$ cat src/rtl/ami_enc_pkg.sv
package ami_enc_pkg;

    localparam int SF_FRAMES = 4;

    typedef enum logic [2:0] {
        ST_IDLE,
        ST_LF,
        ST_B1,
        ST_B2,
        ST_D,
        ST_M,
        ST_DC
    } frm_state_e;

    typedef enum logic [1:0] {
        MK_NONE,
        MK_NORM,
        MK_VIOL,
        MK_BAL
    } mark_kind_e;

    typedef enum logic [1:0] {
        MS_CV,
        MS_T,
        MS_S
    } mslot_e;

endpackage

$ cat src/rtl/ami_sf_phase.sv
module ami_sf_phase
    import ami_enc_pkg::*;
#(
    parameter int FRAMES = SF_FRAMES
) (
    input  logic   clk,
    input  logic   rst_n,
    input  logic   frame_done,
    output mslot_e slot
);
    localparam int PH_W = (FRAMES > 1) ? $clog2(FRAMES) : 1;
    localparam logic [PH_W-1:0] PH_LAST = PH_W'(FRAMES - 1);

    logic [PH_W-1:0] phase_q;

    always_ff @(posedge clk or negedge rst_n) begin
        if (!rst_n) begin
            phase_q <= '0;
        end else if (frame_done) begin
            phase_q <= (phase_q == PH_LAST) ? '0 : phase_q + 1'b1;
        end
    end

    always_comb begin
        if (phase_q == '0) begin
            slot = MS_CV;
        end else if (phase_q[0]) begin
            slot = MS_T;
        end else begin
            slot = MS_S;
        end
    end

    AST_PHASE_STEP: assert property (@(posedge clk) disable iff (!rst_n)
        (frame_done && phase_q != PH_LAST) |=> (phase_q == $past(phase_q) + 1'b1));

    AST_PHASE_WRAP: assert property (@(posedge clk) disable iff (!rst_n)
        (frame_done && phase_q == PH_LAST) |=> (slot == MS_CV));

endmodule

$ cat src/rtl/ami_frame_seq.sv
module ami_frame_seq
    import ami_enc_pkg::*;
#(
    parameter int CH_W = 8,
    parameter int D_W  = 4
) (
    input  logic            clk,
    input  logic            rst_n,
    input  logic            start,
    input  logic [CH_W-1:0] b1_data,
    input  logic [CH_W-1:0] b2_data,
    input  logic [D_W-1:0]  d_data,
    input  logic            t_bit,
    input  logic            s_bit,
    input  mslot_e          slot,
    output logic            busy,
    output logic            fire,
    output mark_kind_e      kind,
    output logic            frame_done
);
    localparam int PAY_W   = 2 * CH_W + D_W;
    localparam int FLD_MAX = (CH_W > D_W) ? CH_W : D_W;
    localparam int IDX_W   = $clog2(FLD_MAX + 1);

    frm_state_e       state_q, state_d, nxt_fld;
    logic             half_q, half_d;
    logic [IDX_W-1:0] idx_q, idx_d, fld_len;
    logic [PAY_W-1:0] pay_q;
    logic             t_q, s_q;
    logic             load, shift, fld_last;

    // state register
    always_ff @(posedge clk or negedge rst_n) begin
        if (!rst_n) begin
            state_q <= ST_IDLE;
            half_q  <= 1'b0;
            idx_q   <= '0;
        end else begin
            state_q <= state_d;
            half_q  <= half_d;
            idx_q   <= idx_d;
        end
    end

    // captured frame content
    always_ff @(posedge clk or negedge rst_n) begin
        if (!rst_n) begin
            pay_q <= '0;
            t_q   <= 1'b0;
            s_q   <= 1'b0;
        end else if (load) begin
            pay_q <= {b1_data, b2_data, d_data};
            t_q   <= t_bit;
            s_q   <= s_bit;
        end else if (shift) begin
            pay_q <= {pay_q[PAY_W-2:0], 1'b0};
        end
    end

    // field length and successor
    always_comb begin
        unique case (state_q)
            ST_IDLE: begin fld_len = IDX_W'(1);    nxt_fld = ST_IDLE; end
            ST_LF:   begin fld_len = IDX_W'(1);    nxt_fld = ST_B1;   end
            ST_B1:   begin fld_len = IDX_W'(CH_W); nxt_fld = ST_B2;   end
            ST_B2:   begin fld_len = IDX_W'(CH_W); nxt_fld = ST_D;    end
            ST_D:    begin fld_len = IDX_W'(D_W);  nxt_fld = ST_M;    end
            ST_M:    begin
                fld_len = IDX_W'(1);
                nxt_fld = (slot == MS_CV) ? ST_DC : ST_IDLE;
            end
            ST_DC:   begin fld_len = IDX_W'(1);    nxt_fld = ST_IDLE; end
            default: begin fld_len = IDX_W'(1);    nxt_fld = ST_IDLE; end
        endcase
    end

    assign fld_last = (idx_q == fld_len - 1'b1);

    // next-state logic
    always_comb begin
        state_d    = state_q;
        half_d     = half_q;
        idx_d      = idx_q;
        load       = 1'b0;
        shift      = 1'b0;
        frame_done = 1'b0;
        unique case (state_q)
            ST_IDLE: begin
                if (start) begin
                    state_d = ST_LF;
                    half_d  = 1'b0;
                    idx_d   = '0;
                    load    = 1'b1;
                end
            end
            ST_LF, ST_B1, ST_B2, ST_D, ST_M, ST_DC: begin
                if (!half_q) begin
                    half_d = 1'b1;
                end else begin
                    half_d = 1'b0;
                    shift  = (state_q == ST_B1) || (state_q == ST_B2) ||
                             (state_q == ST_D);
                    if (fld_last) begin
                        idx_d      = '0;
                        state_d    = nxt_fld;
                        frame_done = (nxt_fld == ST_IDLE);
                    end else begin
                        idx_d = idx_q + 1'b1;
                    end
                end
            end
            default: state_d = ST_IDLE;
        endcase
    end

    // outputs
    always_comb begin
        busy = (state_q != ST_IDLE);
        fire = busy && !half_q;
        kind = MK_NONE;
        unique case (state_q)
            ST_IDLE: kind = MK_NONE;
            ST_LF:   kind = MK_NORM;
            ST_B1, ST_B2, ST_D:
                     kind = pay_q[PAY_W-1] ? MK_NORM : MK_NONE;
            ST_M: begin
                unique case (slot)
                    MS_CV:   kind = MK_VIOL;
                    MS_T:    kind = t_q ? MK_NORM : MK_NONE;
                    MS_S:    kind = s_q ? MK_NORM : MK_NONE;
                    default: kind = MK_NONE;
                endcase
            end
            ST_DC:   kind = MK_BAL;
            default: kind = MK_NONE;
        endcase
    end

    AST_START_TAKES: assert property (@(posedge clk) disable iff (!rst_n)
        (start && !busy) |=> (busy && state_q == ST_LF));

    AST_DC_AFTER_M: assert property (@(posedge clk) disable iff (!rst_n)
        (state_q == ST_DC && half_q == 1'b0) |-> ($past(state_q) == ST_M));

    AST_BUSY_IGNORES_START: assert property (@(posedge clk) disable iff (!rst_n)
        (busy && !frame_done && state_q != ST_M) |=> busy);

endmodule

$ cat src/rtl/ami_pol_track.sv
module ami_pol_track
    import ami_enc_pkg::*;
(
    input  logic       clk,
    input  logic       rst_n,
    input  logic       fire,
    input  mark_kind_e kind,
    output logic       line_pos,
    output logic       line_neg
);
    logic nxt_pos_q;
    logic last_pos_q;
    logic emit, pol;

    always_comb begin
        emit = fire && (kind != MK_NONE);
        unique case (kind)
            MK_NONE: pol = nxt_pos_q;
            MK_NORM: pol = nxt_pos_q;
            MK_VIOL: pol = !nxt_pos_q;
            MK_BAL:  pol = nxt_pos_q;
            default: pol = nxt_pos_q;
        endcase
        line_pos = emit && pol;
        line_neg = emit && !pol;
    end

    always_ff @(posedge clk or negedge rst_n) begin
        if (!rst_n) begin
            nxt_pos_q <= 1'b1;
        end else if (emit && kind != MK_VIOL) begin
            nxt_pos_q <= !nxt_pos_q;
        end
    end

    // polarity of the last pulse put on the line
    always_ff @(posedge clk or negedge rst_n) begin
        if (!rst_n) begin
            last_pos_q <= 1'b0;
        end else if (emit) begin
            last_pos_q <= line_pos;
        end
    end

    AST_NO_BOTH: assert property (@(posedge clk) disable iff (!rst_n)
        !(line_pos && line_neg));

    AST_HALF_RETURN: assert property (@(posedge clk) disable iff (!rst_n)
        (line_pos || line_neg) |=> !(line_pos || line_neg));

    AST_CV_REPEATS: assert property (@(posedge clk) disable iff (!rst_n)
        (emit && kind == MK_VIOL) |-> (line_pos == last_pos_q));

    AST_DC_OPPOSES: assert property (@(posedge clk) disable iff (!rst_n)
        (emit && kind == MK_BAL) |-> (line_pos != last_pos_q));

endmodule

$ cat src/rtl/ami_burst_encoder.sv
module ami_burst_encoder
    import ami_enc_pkg::*;
#(
    parameter int CH_W = 8,
    parameter int D_W  = 4
) (
    input  logic            clk,
    input  logic            rst_n,
    input  logic            start,
    input  logic [CH_W-1:0] b1_data,
    input  logic [CH_W-1:0] b2_data,
    input  logic [D_W-1:0]  d_data,
    input  logic            t_bit,
    input  logic            s_bit,
    output logic            line_pos,
    output logic            line_neg,
    output logic            busy
);
    mslot_e     slot;
    mark_kind_e kind;
    logic       fire;
    logic       frame_done;

    ami_sf_phase #(
        .FRAMES(SF_FRAMES)
    ) u_phase (
        .clk        (clk),
        .rst_n      (rst_n),
        .frame_done (frame_done),
        .slot       (slot)
    );

    ami_frame_seq #(
        .CH_W(CH_W),
        .D_W (D_W)
    ) u_seq (
        .clk        (clk),
        .rst_n      (rst_n),
        .start      (start),
        .b1_data    (b1_data),
        .b2_data    (b2_data),
        .d_data     (d_data),
        .t_bit      (t_bit),
        .s_bit      (s_bit),
        .slot       (slot),
        .busy       (busy),
        .fire       (fire),
        .kind       (kind),
        .frame_done (frame_done)
    );

    ami_pol_track u_pol (
        .clk      (clk),
        .rst_n    (rst_n),
        .fire     (fire),
        .kind     (kind),
        .line_pos (line_pos),
        .line_neg (line_neg)
    );

    AST_IDLE_QUIET: assert property (@(posedge clk) disable iff (!rst_n)
        !busy |-> !(line_pos || line_neg));

endmodule

$ cat config.mk
export PLATFORM = sky130hd
export DESIGN_NAME = ami_burst_encoder
export DESIGN_NICKNAME = d
export VERILOG_FILES = /design/src/rtl/ami_enc_pkg.sv /design/src/rtl/ami_sf_phase.sv /design/src/rtl/ami_frame_seq.sv /design/src/rtl/ami_pol_track.sv /design/src/rtl/ami_burst_encoder.sv
export SDC_FILE = /design/constraint.sdc
export NUM_CORES = 1
export LEC_CHECK = 0
export BUFFER_PORTS_ARGS = -buffer_cell sky130_fd_sc_hd__buf_4
export CORE_MARGIN = 2
export CORE_UTILIZATION = 40
export CTS_CLUSTER_DIAMETER = 100
export DETAILED_ROUTE_END_ITERATION = 10
export MAX_ROUTING_LAYER = met4
export PLACE_DENSITY_LB_ADDON = 0.25
export SETUP_SLACK_MARGIN = 0.2
export SYNTH_ARGS = -nofsm -noshare
export SYNTH_HDL_FRONTEND = slang
export SYNTH_SLANG_ARGS = --single-unit
$ cat constraint.sdc
create_clock -name clk -period 3.8 [get_ports clk]
set_clock_uncertainty 0.2 [all_clocks]
set_input_delay 0.76 -clock clk [delete_from_list [all_inputs] [get_ports clk]]
set_output_delay 0.76 -clock clk [all_outputs]
set_load 0.02 [all_outputs]
==> summary.md, run 1 <==
| Metric | Value |
|---|---|
| Post-DP HPWL | `2270 um` |
| Worst hold slack | `0.196 ns` |
| Final Hold Vio Count | `0` |
| Synth area leader | `dfrtp_1` |
| Area Overhead vs Synth | `17.5%` |
| Mapped Avg Cell Area | `9.33 um2` |
| Core ar. | `4380 um2` |
| Initial Util | `41.9%` |
| Final setup viols | `0` |
| CTS root buffer | `clkbuf_8` |
| Vias | `1432` |
| Initial drt markers | `149` |
| R2R cell count | `5` |
| CTS buffer count | `5` |
| Post-CTS setup buffer count | `0` |
| Clk Latency, worst-skew pair | `0.29 ns` |
| Vias per inst | `5.25` |
| H-tree level count | `2` |
| CP peak stage delay | `0.63 ns` |
| Worst-Margin Slew | `0.591 ns` |
| Critical path fanouts, max | `16` |
| Slew Viols, Final | `0` |
| PwrDens | `737 nW/um2` |
| Ant diodes | `0` |
| Crit path capture type | `output pin` |
| Most frequent cells after synthesis | `dfrtp_1, nand2_1, o21ai_0` |
| Rel. slew slack | `60.6%` |
| Hold_buf cts | `0` |
| Crit path required time | `2.84 ns` |
| Share of layout cells above drive strength 1 | `22.2%` |
| Crit path cell chain | `inv_2 > a221o_1 > a221oi_2 > and3_1 > a21oi_1 > nor2_1 > buf_4` |
| DR WL/cell | `12.1 um` |
| Clock Tree Buf Depth | `2` |
| Routed Antenna Nets | `0` |
| Most used DFF post-synth | `dfrtp_1` |
| Io pins | `28` |
| DRT Pass-1 Iters | `4` |
| Arrival time worst endpoint | `2.20 ns` |
| Unrepaired setup endpoints after global routing | `no` |
| Chip width | `71.8 um` |
| Critical Path Source Type | `flip-flop` |
| Hold Crit Class | `input pin to async pin` |
| Routed Wire Length | `3310 um` |
| Post-synthesis register bit count | `33` |
| Highest clock rate | `317 MHz` |
| Asr flop ratio synth | `100%` |
| Final worst-path cycle share | `83.1%` |
| Row count | `24` |
| Worst path slowest cell | `dfrtp_1` |
| Total GRT Usage | `15.2%` |
| Reg-to-reg endpoint | `u_seq.state_q[1]` |
| Ys Warns | `0` |
| Post-synth EDFFs | `0` |
| Status | `complete, no violations` |
| First-pass GRT wire length | `5930 um` |
| Yosys cell types | `39` |
| I/O Buffers | `27` |
| Cell Area, Synth | `1840 um2` |
| Max cap viols | `0` |
| Post-synthesis sequential area ratio | `45.0%` |
| Cells after Synth | `197` |
| CTS tree | `built` |
| Post-CTS Resized | `0` |
| Max VDD drop | `0.283 mV` |
| Mapped Nets | `226` |
| Largest net degree at the start of global routing | `41` |
| Total global routing overflow | `0` |
| Leakage power | `0.946 nW` |
| Sink Count | `33` |
| Fin crit period | `3.16 ns` |
| Top-area cell type share of the netlist area | `43.6%` |
| Initial antenna violation count | `0` |
| Setup_tns | `0 ns` |
| Gp weighted congestion | `0.863` |
| RR Startpoint | `u_seq.state_q[1]` |
| FF-to-FF setup slack | `1.59 ns` |
| Kind of critical path | `flip-flop to output pin` |
| DRC errors left | `0` |
| Synth area leaders | `dfrtp_1, mux2i_1, o21ai_0` |
| Area of the die | `5150 um2` |
| Fin nets | `249` |
| Vias in the first global route | `1330` |
| Worst-path clk slew | `0.08 ns` |
| Die H | `71.8 um` |
-- critical path, delay by kind of cell, from the launching register on --
family,cells,cell delay (ns)
flip-flops,1,0.63
AO/OA/AOI/OAI,3,0.73
AND/OR/NAND/NOR,2,0.31
buffers and inverters,2,0.25
-- worst max path at each step --
stage	start	to	slack, ns	cells past startpoint
floorplan	u_phase.phase_q[0]	line_pos	1.02	7
global placement	u_seq.state_q[2]	line_neg	0.97	7
detailed placement	u_seq.state_q[2]	line_pos	0.95	7
CTS	u_seq.state_q[2]	line_neg	0.62	7
global route	u_seq.state_q[2]	line_pos	0.43	7
finish	u_seq.state_q[2]	line_neg	0.64	7
-- routing by layer --
layer	GRT usage, %	part of all wire [%]	wire [um]
met2	22.2	45	1490
met4	5.03	1.0	33
met5	-	0	0
met3	4.64	4.7	157
met1	20.1	49	1630
-- state kept, by name, indices dropped and copies added, names as in the netlist --
name / cells
u_seq.idx_q: 4
u_seq.t_q: 1
u_seq.half_q: 1
u_seq.pay_q: 20
u_seq.s_q: 1
u_phase.phase_q: 2
u_seq.state_q: 3
u_pol.nxt_pos_q: 1
-- metrics by stage --
step | area (um2) | power [mW] | std cells | setup WS [ns] | utilization [%]
2_1_floorplan | 1840 | 1.13 | 197 | 1.02 | -
3_3_place_gp | 2040 | 1.25 | 265 | 0.970 | 46.5
3_5_place_dp | 2040 | 1.26 | 265 | 0.952 | 46.5
4_1_cts | 2160 | 1.61 | 273 | 0.623 | 49.3
5_1_grt | 2160 | 1.74 | 273 | 0.427 | 49.3
6_report | 2160 | 1.59 | 273 | 0.642 | 49.3
-- power breakdown --
part / leakage, nW / switching (mW) / internal [mW] / total (mW)
clock network: 0.0574 / 0.137 / 0.213 / 0.350
registers: 0.419 / 0.147 / 0.484 / 0.630
logic: 0.469 / 0.340 / 0.271 / 0.611
total: 0.946 / 0.623 / 0.967 / 1.59
-- final cells by class --
type                       count  area, um2
fill                         430       2220
multi-input combinational    143        903
sequential                    33        827
timing repair buffer          28        210
clock buffer                   6       82.6
tap                           52       65.1
clock inverter                 2       37.5
inverter                       9       33.8
-- kinds of logic (layout without fill, tap and decap cells) --
group                      after synthesis  count (layout)  share of synthesized area, %
buffers and inverters                   21              45                          5.85
adders and majority gates                4               4                          2.72
DFF                                     33              33                          45.0
AOI/OAI and AO/OA                       49              49                          17.1
xor gates and xnor gates                 1               1                         0.477
muxes                                   24              24                          13.3
and+or+nand+nor                         65              65                          15.5
-- placed cells by master, fill, tap and decap left out, types with 4 or more instances in the layout --
cell	Yosys	final
nand2_1	32	32
dfrtp_1	32	32
o21ai_0	30	30
buf_4	3	28
mux2i_1	20	20
nor2_1	13	13
inv_1	7	7
clkbuf_8	0	6
nor3_1	5	5
a21oi_1	5	5
nand3_1	5	5
ha_1	4	4
(Power assumes the default switching activity.)
==> inputs of run 2 (changes only) <==
- clock period: 3.8 -> 3.1 ns (I/O delays scaled with it)
==> summary.md, run 2 (same netlist as run 1, synthesis figures left out) <==
| Metric | Value |
|---|---|
| Status | `complete, no violations` |
| Clk Latency, worst-skew pair | `0.28 ns (about the same)` |
| Initial Util | `41.9% (unchanged)` |
| Vias in the first global route | `1333 (+0.23%)` |
| Io pins | `28 (unchanged)` |
| First-pass GRT wire length | `6160 um (+3.9%)` |
| Critical Path Source Type | `flip-flop` |
| Top reg by flops | `u_seq.pay_q` |
| Final setup viols | `0 (unchanged)` |
| Crit path capture type | `output pin` |
| Critical path fanouts, max | `3 (-13)` |
| Vias per inst | `5.15 (-1.8%)` |
| Setup_tns | `0 ns (unchanged)` |
| H-tree level count | `2 (unchanged)` |
| Part of the power in registers | `39.9% (+0.3 points)` |
| Max VDD drop | `0.305 mV (+7.8%)` |
| Regs by FF count | `u_seq.pay_q x20, u_seq.idx_q x4, u_seq.state_q x3` |
| Highest clock rate | `347 MHz` |
| Initial antenna violation count | `0 (unchanged)` |
| Worst hold slack | `0.0779 ns (-0.118 ns)` |
| Crit path top cell by count | `buf_4` |
| Die H | `71.8 um (unchanged)` |
| CP peak stage delay | `0.42 ns (-0.21 ns)` |
| Cell-internal power | `1.12 mW (+16%)` |
| Hold_buf cts | `0 (unchanged)` |
| Largest net degree at the start of global routing | `41 (unchanged)` |
| Crit path required time | `2.28 ns (-0.56 ns)` |
| Sink Count | `33 (unchanged)` |
| Core ar. | `4380 um2 (unchanged)` |
| Placed insts | `266 (+0.38%)` |
| DRT Pass-1 Iters | `4 (unchanged)` |
| Vias | `1432 (unchanged)` |
| Rel. slew slack | `60.1% (-0.51 points)` |
| Clock Tree Buf Depth | `2 (unchanged)` |
| CP bufs+invs | `3 (+1)` |
| PwrDens | `872 nW/um2 (+18%)` |
| CTS tree | `built` |
| Worst-path clk slew | `0.07 ns (about the same)` |
| Fin crit period | `2.89 ns` |
| Area Overhead vs Synth | `18.2%` |
| DR WL/cell | `12.5 um (+3.0%)` |
| Commonest non-fill, non-tap cell in the layout | `buf_4` |
| Switching Fraction | `40.9% (+1.7 points)` |
| Switch Pwr | `774 uW (+24%)` |
| Routed Wire Length | `3470 um (+4.9%)` |
| Chip width | `71.8 um (unchanged)` |
| Area of the die | `5150 um2 (unchanged)` |
| Unrepaired setup endpoints after global routing | `yes` |
| Ant diodes | `0 (unchanged)` |
| Post-DP HPWL | `2350 um (+3.5%)` |
| Worst path slowest cell | `dfrtp_1` |
| Final worst-path cycle share | `93.1%` |
| DRC errors left | `0 (unchanged)` |
| Cell family with most CP delay | `compound AO/OA/AOI/OAI gates` |
| Routed Antenna Nets | `0 (unchanged)` |
| Gp weighted congestion | `0.841 (-2.6%)` |
| Total GRT Usage | `15.8% (+0.61 points)` |
| Leakage power | `0.947 nW (+0.12%)` |
| CTS buffer count | `5 (unchanged)` |
| Max cap viols | `0 (unchanged)` |
| Hold Crit Class | `input pin to async pin` |
| Kind of critical path | `flip-flop to output pin` |
| Worst-Margin Slew | `0.599 ns (+0.00771 ns)` |
| FF-to-FF setup slack | `0.87 ns (-0.72 ns)` |
| Final Hold Vio Count | `0 (unchanged)` |
| Initial drt markers | `109 (-27%)` |
| Crit path cell chain | `ha_4 > a221o_1 > a221oi_2 > buf_4 > inv_1 > mux2i_1 > nor2_1 > buf_4` |
| Comb power frac | `43.6% (+5.2 points)` |
| Max reg flops | `20 (unchanged)` |
| CTS root buffer | `clkbuf_8` |
| Row count | `24 (unchanged)` |
| Total global routing overflow | `0 (unchanged)` |
| Slew Viols, Final | `0 (unchanged)` |
| Clock network power share | `16.5% (-5.5 points)` |
| Arrival time worst endpoint | `2.07 ns (-0.13 ns)` |
| Commonest non-fill, non-tap cells in the layout | `buf_4, nand2_1, dfrtp_1` |
| I/O Buffers | `27 (unchanged)` |
| Fin nets | `254 (+2.0%)` |
| Final Non-Filler Cells | `278 (+1.8%)` |
| Share of layout cells above drive strength 1 | `23.9% (+1.7 points)` |
[run 2: metrics by stage]
step	area [um2]	total power, mW	utilization (%)	worst slack (ns)
3_3_place_gp	2050	1.54	46.7	0.448
5_1_grt	2170	2.09	49.6	0.108
6_report	2170	1.89	49.6	0.215
3_5_place_dp	2050	1.56	46.7	0.376
4_1_cts	2150	1.90	48.9	0.226
2_1_floorplan	1840	1.39	-	0.457
[run 2: layer usage]
metal | up-vias | track usage, % | part of all wire [%]
met5 | - | - | 0
met4 | 0 | 6.29 | 0.49
met3 | 2 | 3.80 | 4.3
met2 | 29 | 23.1 | 48
met1 | 660 | 21.2 | 48
li1 | 741 | - | -
[run 2: cell type report]
class                   count  area [um2]
multi-input cells         143         916
repair buffers             33         248
inverters                   9        33.8
clock inverters             1        7.51
flip-flops and latches     33         827
well taps                  52        65.1
fillers                   434        2210
clock buffers               7        76.3
[run 2: path summary, 6_finish.rpt]
kind / startpoint / endpoint / cells past startpoint
max in group asynchronous: rst_n / u_pol.nxt_pos_q / 1
worst min register to register: u_seq.pay_q[4] / u_seq.pay_q[4] / 2
worst max register to register: u_seq.state_q[1] / u_seq.state_q[1] / 6
worst max-delay path: u_phase.phase_q[1] / line_pos / 8
worst min-delay path: rst_n / u_seq.state_q[1] / 1
min in group clk: u_seq.pay_q[4] / u_seq.pay_q[4] / 2
[run 2: timing repair]
| item | in CTS | in global routing |
|---|---|---|
| gates resized for setup | 0 | 3 |
| hold endpoints to repair | 0 | 0 |
| setup endpoints to repair | 2 | 2 |
| buffers inserted | 2 | 2 |
| pin swaps | 1 | 2 |
[run 2: power by group through the flow]
| stage | clock network [mW] | logic [mW] | registers (mW) |
|---|---|---|---|
| after floorplan | 0 | 0.696 | 0.692 |
| after global placement | 0 | 0.776 | 0.760 |
| after detailed placement | 0 | 0.794 | 0.762 |
| after CTS | 0.330 | 0.817 | 0.751 |
| after global routing | 0.348 | 0.956 | 0.784 |
| final | 0.313 | 0.825 | 0.756 |
